`config.mk`:
```
export PLATFORM = sky130hd
export DESIGN_NAME = sq_tone_chan
export DESIGN_NICKNAME = d
export VERILOG_FILES = /design/src/rtl/sq_pkg.sv /design/src/rtl/sq_timebase.sv /design/src/rtl/sq_wave.sv /design/src/rtl/sq_env.sv /design/src/rtl/sq_tone_chan.sv
export SDC_FILE = /design/constraint.sdc
export NUM_CORES = 1
export LEC_CHECK = 0
export BUFFER_PORTS_ARGS = -buffer_cell sky130_fd_sc_hd__buf_4
export CORE_MARGIN = 5
export CORE_UTILIZATION = 40
export CTS_CLUSTER_SIZE = 10
export DETAILED_ROUTE_END_ITERATION = 7
export PLACE_DENSITY = 0.57
export SLEW_MARGIN = 40
export SYNTH_ARGS = -nofsm -noshare
export SYNTH_HDL_FRONTEND = slang
export SYNTH_SLANG_ARGS = --single-unit
```
`constraint.sdc`:
```
create_clock -name clk_i -period 3.6 [get_ports clk_i]
set_input_delay 0.54 -clock clk_i [delete_from_list [all_inputs] [get_ports clk_i]]
set_output_delay 0.54 -clock clk_i [all_outputs]
set_load 0.005 [all_outputs]
```
`src/rtl/sq_pkg.sv`:
```
package sq_pkg;
  localparam int FREQ_W = 11;
  localparam int VOL_W  = 4;
  localparam int RATE_W = 3;
  localparam int STEP_W = 3;
  localparam int DUTY_W = 2;

  typedef enum logic [1:0] {
    SEL_DUTY = 2'd0,
    SEL_ENV  = 2'd1,
    SEL_FLO  = 2'd2,
    SEL_FHI  = 2'd3
  } reg_sel_e;

  typedef struct packed {
    logic [VOL_W-1:0]  init;
    logic              up;
    logic [RATE_W-1:0] rate;
  } env_cfg_t;

  // first wave position that is high for a duty code
  function automatic logic [STEP_W-1:0] first_high_step(input logic [DUTY_W-1:0] duty);
    case (duty)
      2'd0:    return 3'd7;
      2'd1:    return 3'd6;
      2'd2:    return 3'd4;
      default: return 3'd2;
    endcase
  endfunction
endpackage

```
`src/rtl/sq_timebase.sv`:
```
module sq_timebase #(
  parameter int DIV = 4
) (
  input  logic clk_i,
  input  logic rst_ni,
  output logic strobe_o
);
  localparam int CW = (DIV > 1) ? $clog2(DIV) : 1;
  logic [CW-1:0] cnt_q;

  assign strobe_o = (cnt_q == CW'(DIV - 1));

  always_ff @(posedge clk_i or negedge rst_ni) begin
    if (!rst_ni)       cnt_q <= '0;
    else if (strobe_o) cnt_q <= '0;
    else               cnt_q <= cnt_q + 1'b1;
  end
endmodule

```
`src/rtl/sq_wave.sv`:
```
module sq_wave
  import sq_pkg::*;
(
  input  logic              clk_i,
  input  logic              rst_ni,
  input  logic              tick_i,
  input  logic              restart_i,
  input  logic [FREQ_W-1:0] freq_i,
  input  logic [DUTY_W-1:0] duty_i,
  output logic              high_o
);
  localparam int PW = FREQ_W + 1;

  logic [PW-1:0]     cnt_q;
  logic [PW-1:0]     reload;
  logic [STEP_W-1:0] step_q;

  assign reload = PW'(1 << FREQ_W) - {1'b0, freq_i};

  always_ff @(posedge clk_i or negedge rst_ni) begin
    if (!rst_ni) begin
      cnt_q  <= '0;
      step_q <= '0;
    end else if (restart_i) begin
      cnt_q  <= reload;
      step_q <= '0;
    end else if (tick_i) begin
      if (cnt_q <= PW'(1)) begin
        cnt_q  <= reload;
        step_q <= step_q + 1'b1;
      end else begin
        cnt_q  <= cnt_q - 1'b1;
      end
    end
  end

  assign high_o = (step_q >= first_high_step(duty_i));
endmodule

```
`src/rtl/sq_env.sv`:
```
module sq_env
  import sq_pkg::*;
(
  input  logic             clk_i,
  input  logic             rst_ni,
  input  logic             tick_i,
  input  logic             restart_i,
  input  env_cfg_t         cfg_i,
  output logic [VOL_W-1:0] vol_o
);
  localparam logic [VOL_W-1:0] VMAX = '1;

  logic [RATE_W-1:0] div_q;
  logic              due;

  assign due = ({1'b0, div_q} + 1'b1) >= {1'b0, cfg_i.rate};

  always_ff @(posedge clk_i or negedge rst_ni) begin
    if (!rst_ni) begin
      vol_o <= '0;
      div_q <= '0;
    end else if (restart_i) begin
      vol_o <= cfg_i.init;
      div_q <= '0;
    end else if (tick_i && cfg_i.rate != '0) begin
      if (due) begin
        div_q <= '0;
        if (cfg_i.up && vol_o != VMAX)       vol_o <= vol_o + 1'b1;
        else if (!cfg_i.up && vol_o != '0)   vol_o <= vol_o - 1'b1;
      end else begin
        div_q <= div_q + 1'b1;
      end
    end
  end
endmodule

```
`src/rtl/sq_tone_chan.sv`:
```
module sq_tone_chan
  import sq_pkg::*;
#(
  parameter int PRE_DIV = 4,
  parameter int ENV_DIV = 65536
) (
  input  logic       clk_i,
  input  logic       rst_ni,
  input  logic       wr_en_i,
  input  logic [1:0] wr_sel_i,
  input  logic [7:0] wr_data_i,
  output logic [3:0] sample_o,
  output logic       active_o
);
  localparam int HI_W = FREQ_W - 8;

  logic [DUTY_W-1:0] duty_q;
  env_cfg_t          env_q;
  logic [FREQ_W-1:0] freq_q, freq_nxt;
  logic              trig;
  logic              tick_1m, tick_env;
  logic              wave_high;
  logic [VOL_W-1:0]  vol;

  assign trig = wr_en_i && (wr_sel_i == SEL_FHI) && wr_data_i[7];

  always_comb begin
    freq_nxt = freq_q;
    if (wr_en_i && wr_sel_i == SEL_FLO) freq_nxt[7:0] = wr_data_i;
    if (wr_en_i && wr_sel_i == SEL_FHI) freq_nxt[FREQ_W-1:8] = wr_data_i[HI_W-1:0];
  end

  always_ff @(posedge clk_i or negedge rst_ni) begin
    if (!rst_ni) begin
      duty_q   <= 2'b10;
      env_q    <= '0;
      freq_q   <= '0;
      active_o <= 1'b0;
    end else begin
      freq_q <= freq_nxt;
      if (wr_en_i && wr_sel_i == SEL_DUTY) duty_q <= wr_data_i[7:6];
      if (wr_en_i && wr_sel_i == SEL_ENV)  env_q  <= env_cfg_t'(wr_data_i);
      if (trig)                            active_o <= 1'b1;
    end
  end

  sq_timebase #(.DIV(PRE_DIV)) u_pre (
    .clk_i(clk_i), .rst_ni(rst_ni), .strobe_o(tick_1m)
  );

  sq_timebase #(.DIV(ENV_DIV)) u_envdiv (
    .clk_i(clk_i), .rst_ni(rst_ni), .strobe_o(tick_env)
  );

  sq_wave u_wave (
    .clk_i(clk_i), .rst_ni(rst_ni), .tick_i(tick_1m), .restart_i(trig),
    .freq_i(freq_nxt), .duty_i(duty_q), .high_o(wave_high)
  );

  sq_env u_env (
    .clk_i(clk_i), .rst_ni(rst_ni), .tick_i(tick_env), .restart_i(trig),
    .cfg_i(env_q), .vol_o(vol)
  );

  assign sample_o = (active_o && wave_high) ? vol : '0;
endmodule

```
==> flow_summary.html, run 1 <==
<table>
<tr><th>Metric</th><th>Value</th></tr>
<tr><th colspan="2">Drt</th></tr>
<tr><td>Detailed-route vias per instance</td><td>5.59</td></tr>
<tr><td>Remaining antenna violation count after routing</td><td>0</td></tr>
<tr><td>First-pass iteration count of the detailed router</td><td>6</td></tr>
<tr><td>Count of vias placed by the detailed router</td><td>2756</td></tr>
<tr><td>Routed WL per cell</td><td>15.3 um</td></tr>
<tr><td>Initial DRC Count</td><td>132</td></tr>
<tr><td>DRC violation count after routing</td><td>0</td></tr>
<tr><td>Overall routed net length</td><td>7570 um</td></tr>
<tr><th colspan="2">Synth</th></tr>
<tr><td>Share of the synthesized area in the top cell type</td><td>42.7%</td></tr>
<tr><td>Post-synth EDFFs</td><td>0</td></tr>
<tr><td>Cell with the most instances after synthesis</td><td>sky130_fd_sc_hd__dfrtp_1</td></tr>
<tr><td>Total standard cell area after synthesis</td><td>0.00357 mm2</td></tr>
<tr><td>Fraction of the yosys area taken by sequential cells</td><td>43.5%</td></tr>
<tr><td>Synth Flop Type</td><td>sky130_fd_sc_hd__dfrtp_1</td></tr>
<tr><td>Cell count after synthesis</td><td>between 300 and 400</td></tr>
<tr><td>Unique cell type count in the Yosys netlist</td><td>59</td></tr>
<tr><td>Share of flip-flops with an asynchronous set or reset</td><td>100%</td></tr>
<tr><td>Number of warning messages in the yosys log</td><td>0</td></tr>
<tr><td>Synthesized Nets</td><td>roughly 390</td></tr>
<tr><td>Flop and latch count out of synthesis</td><td>62</td></tr>
<tr><td>Syn avg cell area</td><td>approximately 10 um2</td></tr>
<tr><td>Leading post-synthesis cells by instance count</td><td>sky130_fd_sc_hd__dfrtp_1, sky130_fd_sc_hd__nor2_1, sky130_fd_sc_hd__inv_1, sky130_fd_sc_hd__nand2_1, sky130_fd_sc_hd__a21oi_1</td></tr>
<tr><td>Library cell with the largest summed area after synthesis</td><td>sky130_fd_sc_hd__dfrtp_1</td></tr>
<tr><td>Synth area leaders</td><td>sky130_fd_sc_hd__dfrtp_1, sky130_fd_sc_hd__ha_1, sky130_fd_sc_hd__mux2_2</td></tr>
<tr><th colspan="2">Floorplan</th></tr>
<tr><td>Cell Rows</td><td>34</td></tr>
<tr><td>Die footprint</td><td>0.0109 mm2</td></tr>
<tr><td>Initial standard-cell utilization of the core</td><td>41.0%</td></tr>
<tr><td>Width of the die</td><td>105 um</td></tr>
<tr><td>Area of the core region</td><td>0.00872 mm2</td></tr>
<tr><td>Die Ht</td><td>105 um</td></tr>
<tr><td>Top Ports</td><td>18</td></tr>
<tr><th colspan="2">Final layout</th></tr>
<tr><td>Count of antenna diodes in the layout</td><td>0</td></tr>
<tr><td>Post-layout nets</td><td>between 400 and 500</td></tr>
<tr><td>Multi-input combinational cell area</td><td>0.00189 mm2</td></tr>
<tr><td>Register cell area after layout</td><td>0.00155 mm2</td></tr>
<tr><td>Layout fillers</td><td>840</td></tr>
<tr><td>Design area</td><td>0.00396 mm2</td></tr>
<tr><td>Layout-stage area growth over the synthesis result</td><td>10.8%</td></tr>
<tr><td>Final core occ</td><td>45.4%</td></tr>
<tr><td>Layout cells sized above 1</td><td>15.8%</td></tr>
<tr><th colspan="2">Power</th></tr>
<tr><td>Sum of internal, switching and leakage power</td><td>approximately 0.0019 W</td></tr>
<tr><td>Proportion of power drawn by the clock network</td><td>27.1%</td></tr>
<tr><td>Power dissipated by switching net loads</td><td>0.000642 W</td></tr>
<tr><td>Combinational share of power</td><td>about a quarter</td></tr>
<tr><td>Cell leakage power</td><td>around 1.8 nW</td></tr>
<tr><td>Internal power contribution</td><td>0.00127 W</td></tr>
<tr><td>Pwr/cell area</td><td>slightly below 500 mW/mm2</td></tr>
<tr><td>Sequential share of power</td><td>between 40% and 50%</td></tr>
<tr><td>Switching fraction of total power</td><td>about 34%</td></tr>
<tr><td>Worst-case vdd ir drop</td><td>0.176 mV</td></tr>
<tr><th colspan="2">Run status</th></tr>
<tr><td>Outcome</td><td>finished clean</td></tr>
<tr><th colspan="2">Worst setup path</th></tr>
<tr><td>Launching element type of the critical path</td><td>flop</td></tr>
<tr><td>Register-to-Register Path Depth</td><td>5</td></tr>
<tr><td>Critical path start-end classification</td><td>reg -&gt; out</td></tr>
<tr><td>Maximum single-stage delay on the critical path</td><td>about 540 ps</td></tr>
<tr><td>Slowest cell on the critical path</td><td>sky130_fd_sc_hd__dfstp_2</td></tr>
<tr><td>Critical Path Sink Type</td><td>primary output</td></tr>
<tr><td>Data arrival time of the critical path</td><td>2040 ps</td></tr>
<tr><td>Worst path required time</td><td>a little over 3000 ps</td></tr>
<tr><td>Critical path fanouts, max</td><td>4</td></tr>
<tr><td>Ordered cell list for the critical path</td><td>nor2_1 &gt; ha_1 &gt; nand2b_1 &gt; a21o_1 &gt; a21oi_1 &gt; nor2b_1 &gt; and2_1 &gt; buf_4</td></tr>
<tr><th colspan="2">Global routing</th></tr>
<tr><td>Wire length of the first global-routing pass</td><td>between 10000 and 15000 um</td></tr>
<tr><td>Maximum number of pins on one net before global-route repair</td><td>63</td></tr>
<tr><td>Antenna violations before repair</td><td>0</td></tr>
<tr><td>Vias in the first global route</td><td>2722</td></tr>
<tr><td>All-layer global routing usage</td><td>14.8%</td></tr>
<tr><td>GR Overflow Total</td><td>0</td></tr>
<tr><th colspan="2">CTS</th></tr>
<tr><td>Number of CTS-inserted buffers</td><td>9</td></tr>
<tr><td>Number of H-tree levels</td><td>3</td></tr>
<tr><td>CTS hold repair buffers</td><td>0</td></tr>
<tr><td>Clock-pin slew of the registers on the worst-case setup and hold paths</td><td>70 ps</td></tr>
<tr><td>Maximum buffer depth of the clock tree</td><td>2</td></tr>
<tr><td>Clock tree from TritonCTS</td><td>done</td></tr>
<tr><td># clock sinks</td><td>62</td></tr>
<tr><td>Setup Buffers After CTS</td><td>0</td></tr>
<tr><td>Clock latency of the later-clocked register in the worst-skew pair</td><td>350 ps</td></tr>
<tr><td>Post-cts sizing count</td><td>0</td></tr>
<tr><td>Clock Root Buffer</td><td>sky130_fd_sc_hd__clkbuf_8</td></tr>
<tr><th colspan="2">Min path</th></tr>
<tr><td>Kind of path behind the tightest hold check</td><td>in -&gt; async</td></tr>
<tr><th colspan="2">Placement</th></tr>
<tr><td>Placed cell area</td><td>0.00379 mm2</td></tr>
<tr><td>Final estimated routing congestion in global placement</td><td>0.780</td></tr>
<tr><td>Place WS</td><td>1020 ps</td></tr>
<tr><td>Port Buffer Count</td><td>17</td></tr>
<tr><td>Post-detailed-placement half-perimeter wirelength</td><td>5490 um</td></tr>
<tr><th colspan="2">Run</th></tr>
<tr><td>Max Cap Viol</td><td>0</td></tr>
<tr><th colspan="2">Timing</th></tr>
<tr><td>Transition time at the pin with the least slew margin</td><td>729 ps</td></tr>
<tr><td>Final critical-path share of the clock period</td><td>roughly 72%</td></tr>
<tr><td>RSZ-0062 raised after global routing</td><td>no</td></tr>
<tr><td>Number of hold violations in the final report</td><td>0</td></tr>
<tr><td>Max-slew headroom at the worst pin</td><td>51.2%</td></tr>
<tr><td>Min Clock Period, post-route</td><td>2580 ps</td></tr>
<tr><td>Number of endpoints failing setup at the final stage</td><td>0</td></tr>
<tr><td>Fmax</td><td>around 390 MHz</td></tr>
<tr><td>Setup TNS Final</td><td>0 ps</td></tr>
<tr><td>Max Transition Viols Final</td><td>0</td></tr>
<tr><td>Clk_skew</td><td>approximately 15 ps</td></tr>
<tr><td>Final Worst Setup Slack</td><td>roughly 1000 ps</td></tr>
</table>
## power groups by stage
stage / Combinational, W / Sequential (W) / Clock, W
2_1_floorplan: 0.000342 / 0.000916 / 0
3_3_place_gp: 0.000448 / 0.000950 / 0
3_5_place_dp: 0.000453 / 0.000953 / 0
4_1_cts: 0.000458 / 0.000941 / 0.000536
5_1_grt: 0.000519 / 0.000965 / 0.000566
6_report: 0.000454 / 0.000941 / 0.000518
## area by class of cell
type	count	share of cell area [%]
timing repair buffer	19	3.70
clock inverter	5	0.696
inverter	21	1.99
multi-input combinational	267	47.6
sequential	62	39.2
tap	108	3.41
clock buffer	11	3.32
## per-layer routing
layer | global-route usage, % | up-vias | wire length [um]
met2 | 21.3 | 55 | 3260
met4 | 5.00 | 0 | 121
met3 | 3.72 | 10 | 327
met5 | 0 | - | 0
met1 | 21.6 | 1336 | 3850
li1 | - | 1355 | -
## sequential cells by signal, indices dropped and copies added (netlist names)
| name | flops |
|---|---|
| u_envdiv.cnt_q | 16 |
| u_wave.cnt_q | 12 |
| freq_q | 11 |
| env_q | 8 |
| u_env.vol_o | 4 |
| u_env.div_q | 3 |
| u_wave.step_q | 3 |
| duty_q | 2 |
| u_pre.cnt_q | 2 |
| active_o | 1 |
## cells in the final DEF (no fill, tap or decap), types with 2 or more instances in the layout
cell type,instances
sky130_fd_sc_hd__and3_1,2
sky130_fd_sc_hd__a31o_2,2
sky130_fd_sc_hd__clkbuf_1,2
sky130_fd_sc_hd__clkbuf_8,9
sky130_fd_sc_hd__nor2b_1,3
sky130_fd_sc_hd__mux2_2,13
sky130_fd_sc_hd__xnor2_1,10
sky130_fd_sc_hd__nor2_1,29
sky130_fd_sc_hd__mux2i_1,11
sky130_fd_sc_hd__nand3_1,15
sky130_fd_sc_hd__o221ai_1,2
sky130_fd_sc_hd__a21o_1,4
sky130_fd_sc_hd__and2_1,6
sky130_fd_sc_hd__a211oi_1,4
sky130_fd_sc_hd__nand2b_1,3
sky130_fd_sc_hd__o2111ai_1,4
sky130_fd_sc_hd__xor2_1,12
sky130_fd_sc_hd__or3b_2,2
sky130_fd_sc_hd__o21ai_0,16
sky130_fd_sc_hd__nor3b_1,3
sky130_fd_sc_hd__o31ai_1,3
sky130_fd_sc_hd__buf_4,18
sky130_fd_sc_hd__nand4_1,8
sky130_fd_sc_hd__clkinv_2,4
sky130_fd_sc_hd__nor4_1,4
sky130_fd_sc_hd__or4_1,7
sky130_fd_sc_hd__inv_1,21
sky130_fd_sc_hd__o211ai_1,3
sky130_fd_sc_hd__ha_1,15
sky130_fd_sc_hd__or3_1,3
sky130_fd_sc_hd__nand2_1,21
sky130_fd_sc_hd__or2_2,2
sky130_fd_sc_hd__nor3_1,14
sky130_fd_sc_hd__or4_4,2
sky130_fd_sc_hd__a21oi_1,19
sky130_fd_sc_hd__dfrtp_1,61
sky130_fd_sc_hd__a22oi_1,2
sky130_fd_sc_hd__nand3b_1,3
## worst paths after layout
path	startpoint	slack, ps	endpoint
max in group asynchronous	rst_ni	3030	freq_q[1]
hold reg to reg	u_pre.cnt_q[0]	430	u_pre.cnt_q[0]
hold / removal	rst_ni	160	u_envdiv.cnt_q[6]
setup reg to reg	u_wave.cnt_q[6]	1240	u_wave.cnt_q[8]
min in group clk_i	u_pre.cnt_q[0]	430	u_pre.cnt_q[0]
setup / recovery	duty_q[1]	1020	sample_o[1]
## critical path: cells and delay by family, from the launching register on
kind / cells / cell delay, ps
AO/OA/AOI/OAI: 2 / 330
adder cells (fa/ha/maj): 1 / 250
buffers and inverters: 1 / 130
flip-flops: 1 / 540
AND/OR/NAND/NOR: 4 / 440
## cells by family (layout without fill, tap and decap cells)
| logic type | Yosys count | count (layout) | share of synthesized area [%] |
|---|---|---|---|
| simple gates | 135 | 135 | 21.3 |
| compound gates | 69 | 69 | 12.7 |
| flops | 62 | 62 | 43.5 |
| buf+inv | 29 | 56 | 3.75 |
| mux | 25 | 25 | 7.57 |
| xor+xnor | 22 | 22 | 5.39 |
| fa+ha+maj | 16 | 16 | 5.81 |
## through the flow
stage               cells  hold slack, ps
finish                493             156
global route          493             209
CTS                   493             303
detailed placement    477             428
global placement      477             416
floorplan             358             244
No activity file was read; power rests on OpenSTA's default activity.
==> run 2, diff against run 1 <==
--- a/config.mk
+++ b/config.mk
@@ -10,7 +10,7 @@
 export CORE_UTILIZATION = 40
 export CTS_CLUSTER_SIZE = 10
 export DETAILED_ROUTE_END_ITERATION = 7
-export PLACE_DENSITY = 0.57
+export PLACE_DENSITY = 0.59
 export SLEW_MARGIN = 40
 export SYNTH_ARGS = -nofsm -noshare
 export SYNTH_HDL_FRONTEND = slang
==> constraint.sdc (replaced) <==
create_clock -name clk_i -period 2.33 [get_ports clk_i]
set_input_delay 0.3495 -clock clk_i [delete_from_list [all_inputs] [get_ports clk_i]]
set_output_delay 0.3495 -clock clk_i [all_outputs]
set_load 0.005 [all_outputs]
==> run 2 against run 1 <==
  * The flow now finishes with violations (hold timing)
  * Clock skew is 5.0 ps lower
  * Combinational power is 59% higher
  * Largest power group unchanged
  * Setup slack worse by 1000 ps
  * Wire length is 0.37% higher
  * Global-route usage is 0.15 points lower
  * Highest routed layer unchanged
  * Flip-flop and latch count stayed put
  * First-iteration DRC count is 63% higher
==> flow_summary.html, run 2 (synthesis gave the netlist of run 1 again) <==
<table>
<tr><th>Metric</th><th>Value</th></tr>
<tr><th colspan="2">Run status</th></tr>
<tr><td>Outcome</td><td>finished, violations left (was finished clean)</td></tr>
<tr><td>Violated checks</td><td>hold timing</td></tr>
<tr><th colspan="2">Worst setup path</th></tr>
<tr><td>Slack of the worst reg-to-reg path</td><td>240 ps (was 1240 ps)</td></tr>
<tr><td>Category of cells accounting for the largest share of critical-path delay</td><td>flip-flops (unchanged)</td></tr>
<tr><td>Critical path fanouts, max</td><td>4 (unchanged)</td></tr>
<tr><td>Data arrival time of the critical path</td><td>1970 ps (was 2040 ps)</td></tr>
<tr><td>Launching element type of the critical path</td><td>flop (unchanged)</td></tr>
<tr><td>Worst path required time</td><td>1980 ps (was 3060 ps)</td></tr>
<tr><td>Ordered cell list for the critical path</td><td>nor2_1 &gt; ha_1 &gt; nand2b_4 &gt; a21o_1 &gt; a21oi_2 &gt; nor2b_2 &gt; and2_1 &gt; buf_4 (was nor2_1 &gt; ha_1 &gt; nand2b_1 &gt; a21o_1 &gt; a21oi_1 &gt; nor2b_1 &gt; and2_1 &gt; buf_4)</td></tr>
<tr><td>Worst R2R Start</td><td>u_env.div_q[0] (was u_wave.cnt_q[6])</td></tr>
<tr><td>Slowest cell on the critical path</td><td>sky130_fd_sc_hd__dfstp_2 (unchanged)</td></tr>
<tr><td>Crit path buf inv count</td><td>1 (unchanged)</td></tr>
<tr><td>Critical Path Sink Type</td><td>primary output (unchanged)</td></tr>
<tr><td>Maximum single-stage delay on the critical path</td><td>540 ps (about the same)</td></tr>
<tr><td>Register-to-Register Path Depth</td><td>6 (was 5)</td></tr>
<tr><td>Critical path start-end classification</td><td>reg -&gt; out (unchanged)</td></tr>
<tr><td>Reg2reg end</td><td>u_env.div_q[0] (was u_wave.cnt_q[8])</td></tr>
<tr><th colspan="2">Global routing</th></tr>
<tr><td>Wire length of the first global-routing pass</td><td>13100 um (was 13300 um)</td></tr>
<tr><td>Maximum number of pins on one net before global-route repair</td><td>63 (unchanged)</td></tr>
<tr><td>Antenna violations before repair</td><td>0 (unchanged)</td></tr>
<tr><td>All-layer global routing usage</td><td>14.6% (was 14.8%)</td></tr>
<tr><td>Vias in the first global route</td><td>2645 (was 2722)</td></tr>
<tr><td>GR Overflow Total</td><td>0 (unchanged)</td></tr>
<tr><th colspan="2">Final layout</th></tr>
<tr><td>Post-layout nets</td><td>415 (was 409)</td></tr>
<tr><td>Register containing the most flip-flops in the final layout</td><td>u_envdiv.cnt_q (unchanged)</td></tr>
<tr><td>Layout-stage area growth over the synthesis result</td><td>13.4% (was 10.8%)</td></tr>
<tr><td>Count of antenna diodes in the layout</td><td>0 (unchanged)</td></tr>
<tr><td>Number of flip-flops in the largest register</td><td>16 (unchanged)</td></tr>
<tr><td>Most frequent cells in the layout</td><td>sky130_fd_sc_hd__dfrtp_1, sky130_fd_sc_hd__nor2_1, sky130_fd_sc_hd__buf_4 (was sky130_fd_sc_hd__dfrtp_1, sky130_fd_sc_hd__nor2_1, sky130_fd_sc_hd__inv_1, sky130_fd_sc_hd__nand2_1, sky130_fd_sc_hd__a21oi_1)</td></tr>
<tr><td>Most common library cell in the layout ignoring fill and taps</td><td>sky130_fd_sc_hd__dfrtp_1 (unchanged)</td></tr>
<tr><td>Final core occ</td><td>46.5% (was 45.4%)</td></tr>
<tr><td>Layout Cells excl Fill</td><td>499 (was 493)</td></tr>
<tr><td>Largest registers</td><td>u_envdiv.cnt_q: 16 flops, u_wave.cnt_q: 12 flops, freq_q: 11 flops (unchanged)</td></tr>
<tr><td>Layout cells sized above 1</td><td>17.9% (was 15.8%)</td></tr>
<tr><th colspan="2">CTS</th></tr>
<tr><td>Number of H-tree levels</td><td>3 (unchanged)</td></tr>
<tr><td>Clock-pin slew of the registers on the worst-case setup and hold paths</td><td>70 ps (about the same)</td></tr>
<tr><td># clock sinks</td><td>62 (unchanged)</td></tr>
<tr><td>Number of CTS-inserted buffers</td><td>9 (unchanged)</td></tr>
<tr><td>Maximum buffer depth of the clock tree</td><td>2 (unchanged)</td></tr>
<tr><td>Clock tree from TritonCTS</td><td>done (unchanged)</td></tr>
<tr><td>Clock latency of the later-clocked register in the worst-skew pair</td><td>330 ps (was 350 ps)</td></tr>
<tr><td>Clock Root Buffer</td><td>sky130_fd_sc_hd__clkbuf_8 (unchanged)</td></tr>
<tr><th colspan="2">Drt</th></tr>
<tr><td>Count of vias placed by the detailed router</td><td>2769 (was 2756)</td></tr>
<tr><td>DRC violation count after routing</td><td>0 (unchanged)</td></tr>
<tr><td>Overall routed net length</td><td>7590 um (was 7570 um)</td></tr>
<tr><td>Remaining antenna violation count after routing</td><td>0 (unchanged)</td></tr>
<tr><td>Detailed-route vias per instance</td><td>5.55 (was 5.59)</td></tr>
<tr><td>Initial DRC Count</td><td>215 (was 132)</td></tr>
<tr><td>Routed WL per cell</td><td>15.2 um (was 15.3 um)</td></tr>
<tr><td>First-pass iteration count of the detailed router</td><td>4 (was 6)</td></tr>
<tr><th colspan="2">Power</th></tr>
<tr><td>Cell leakage power</td><td>1.87 nW (was 1.81 nW)</td></tr>
<tr><td>Sum of internal, switching and leakage power</td><td>0.00307 W (was 0.00191 W)</td></tr>
<tr><td>Worst-case vdd ir drop</td><td>0.244 mV (was 0.176 mV)</td></tr>
<tr><td>Pwr/cell area</td><td>757 mW/mm2 (was 483 mW/mm2)</td></tr>
<tr><th colspan="2">Timing</th></tr>
<tr><td>Minimum hold slack</td><td>-20.9 ps (was 156 ps)</td></tr>
<tr><td>RSZ-0062 raised after global routing</td><td>yes (was no)</td></tr>
<tr><td>Final critical-path share of the clock period</td><td>99.5%</td></tr>
<tr><td>Max-slew headroom at the worst pin</td><td>57.3% (was 51.2%)</td></tr>
<tr><td>Min Clock Period, post-route</td><td>between 2000 and 2500 ps</td></tr>
<tr><td>Clk_skew</td><td>9.51 ps (was 14.5 ps)</td></tr>
<tr><td>Transition time at the pin with the least slew margin</td><td>635 ps (was 729 ps)</td></tr>
<tr><td>Final Worst Setup Slack</td><td>12.6 ps (was 1020 ps)</td></tr>
<tr><td>Setup TNS Final</td><td>0 ps (unchanged)</td></tr>
<tr><td>Number of hold violations in the final report</td><td>6 (was 0)</td></tr>
<tr><td>Fmax</td><td>432 MHz</td></tr>
<tr><td>Number of endpoints failing setup at the final stage</td><td>0 (unchanged)</td></tr>
<tr><td>Max Transition Viols Final</td><td>0 (unchanged)</td></tr>
<tr><th colspan="2">Floorplan</th></tr>
<tr><td>Initial standard-cell utilization of the core</td><td>41.0% (unchanged)</td></tr>
<tr><td>Cell Rows</td><td>34 (unchanged)</td></tr>
<tr><td>Die Ht</td><td>105 um (unchanged)</td></tr>
<tr><td>Width of the die</td><td>105 um (unchanged)</td></tr>
<tr><td>Die footprint</td><td>0.0109 mm2 (unchanged)</td></tr>
<tr><td>Top Ports</td><td>18 (unchanged)</td></tr>
<tr><td>Area of the core region</td><td>0.00872 mm2 (unchanged)</td></tr>
<tr><th colspan="2">Placement</th></tr>
<tr><td>Port Buffer Count</td><td>17 (unchanged)</td></tr>
<tr><td>Post-detailed-placement half-perimeter wirelength</td><td>5530 um (was 5490 um)</td></tr>
<tr><td>Final estimated routing congestion in global placement</td><td>0.811 (was 0.780)</td></tr>
<tr><td>Instance count after placement with tap cells included</td><td>482 (was 477)</td></tr>
<tr><td>Place WS</td><td>150 ps (was 1020 ps)</td></tr>
<tr><th colspan="2">Min path</th></tr>
<tr><td>Kind of path behind the tightest hold check</td><td>in -&gt; async (unchanged)</td></tr>
<tr><th colspan="2">Run</th></tr>
<tr><td>Max Cap Viol</td><td>0 (unchanged)</td></tr>
</table>
-- run 2: what timing repair did --
action | CTS | global route
resized for setup | 2 | 1
hold buffers | 0 | 0
endpoints found under the setup margin | 4 | 4
pin swaps | 2 | 1
buffers inserted | 1 | 0
-- run 2: per-layer routing --
layer  track usage (%)  share of wire [%]
met4              6.01                1.4
met5                 0                  0
met3              3.23                3.7
met1              21.7                 52
met2              20.5                 43
-- run 2: how the worst max path moves through the flow --
stage / from / end / slack, ps / cells past startpoint
floorplan: wr_sel_i[0] / u_wave.cnt_q[8] / 350 / 8
global placement: wr_sel_i[0] / u_wave.cnt_q[8] / 200 / 8
detailed placement: wr_sel_i[0] / u_wave.cnt_q[10] / 150 / 8
CTS: duty_q[1] / sample_o[2] / 2 / 8
global route: duty_q[1] / sample_o[1] / -90 / 8
finish: duty_q[1] / sample_o[2] / 10 / 8
-- run 2: worst reg2reg max path, delay by kind of cell (launching register included) --
family	cells	cell delay [ps]
AOI/OAI and AO/OA	3	540
and+or+nand+nor	1	450
DFF	1	430
adders and majority gates	2	610
-- run 2: area by class of cell --
| class | count | area (um2) |
|---|---|---|
| Fill cell | 798 | 4670 |
| Multi-Input combinational cell | 267 | 1900 |
| Sequential cell | 62 | 1550 |
| Timing Repair Buffer | 25 | 204 |
| Tap cell | 108 | 135 |
| Clock buffer | 11 | 131 |
| Inverter | 21 | 78.8 |
| Clock inverter | 5 | 50.0 |
-- run 2: stage by stage --
step           cell area, um2  hold slack, ps
6_report                 4050           -20.9
3_5_place_dp             3840             422
5_1_grt                  4050            25.5
4_1_cts                  4040             123
3_3_place_gp             3840             415
2_1_floorplan            3570            53.9
-- run 2: report_power, final --
group	internal (W)	switching (W)
Clock	0.000487	0.000402
Combinational	0.000346	0.000378
Sequential	0.00125	0.000200
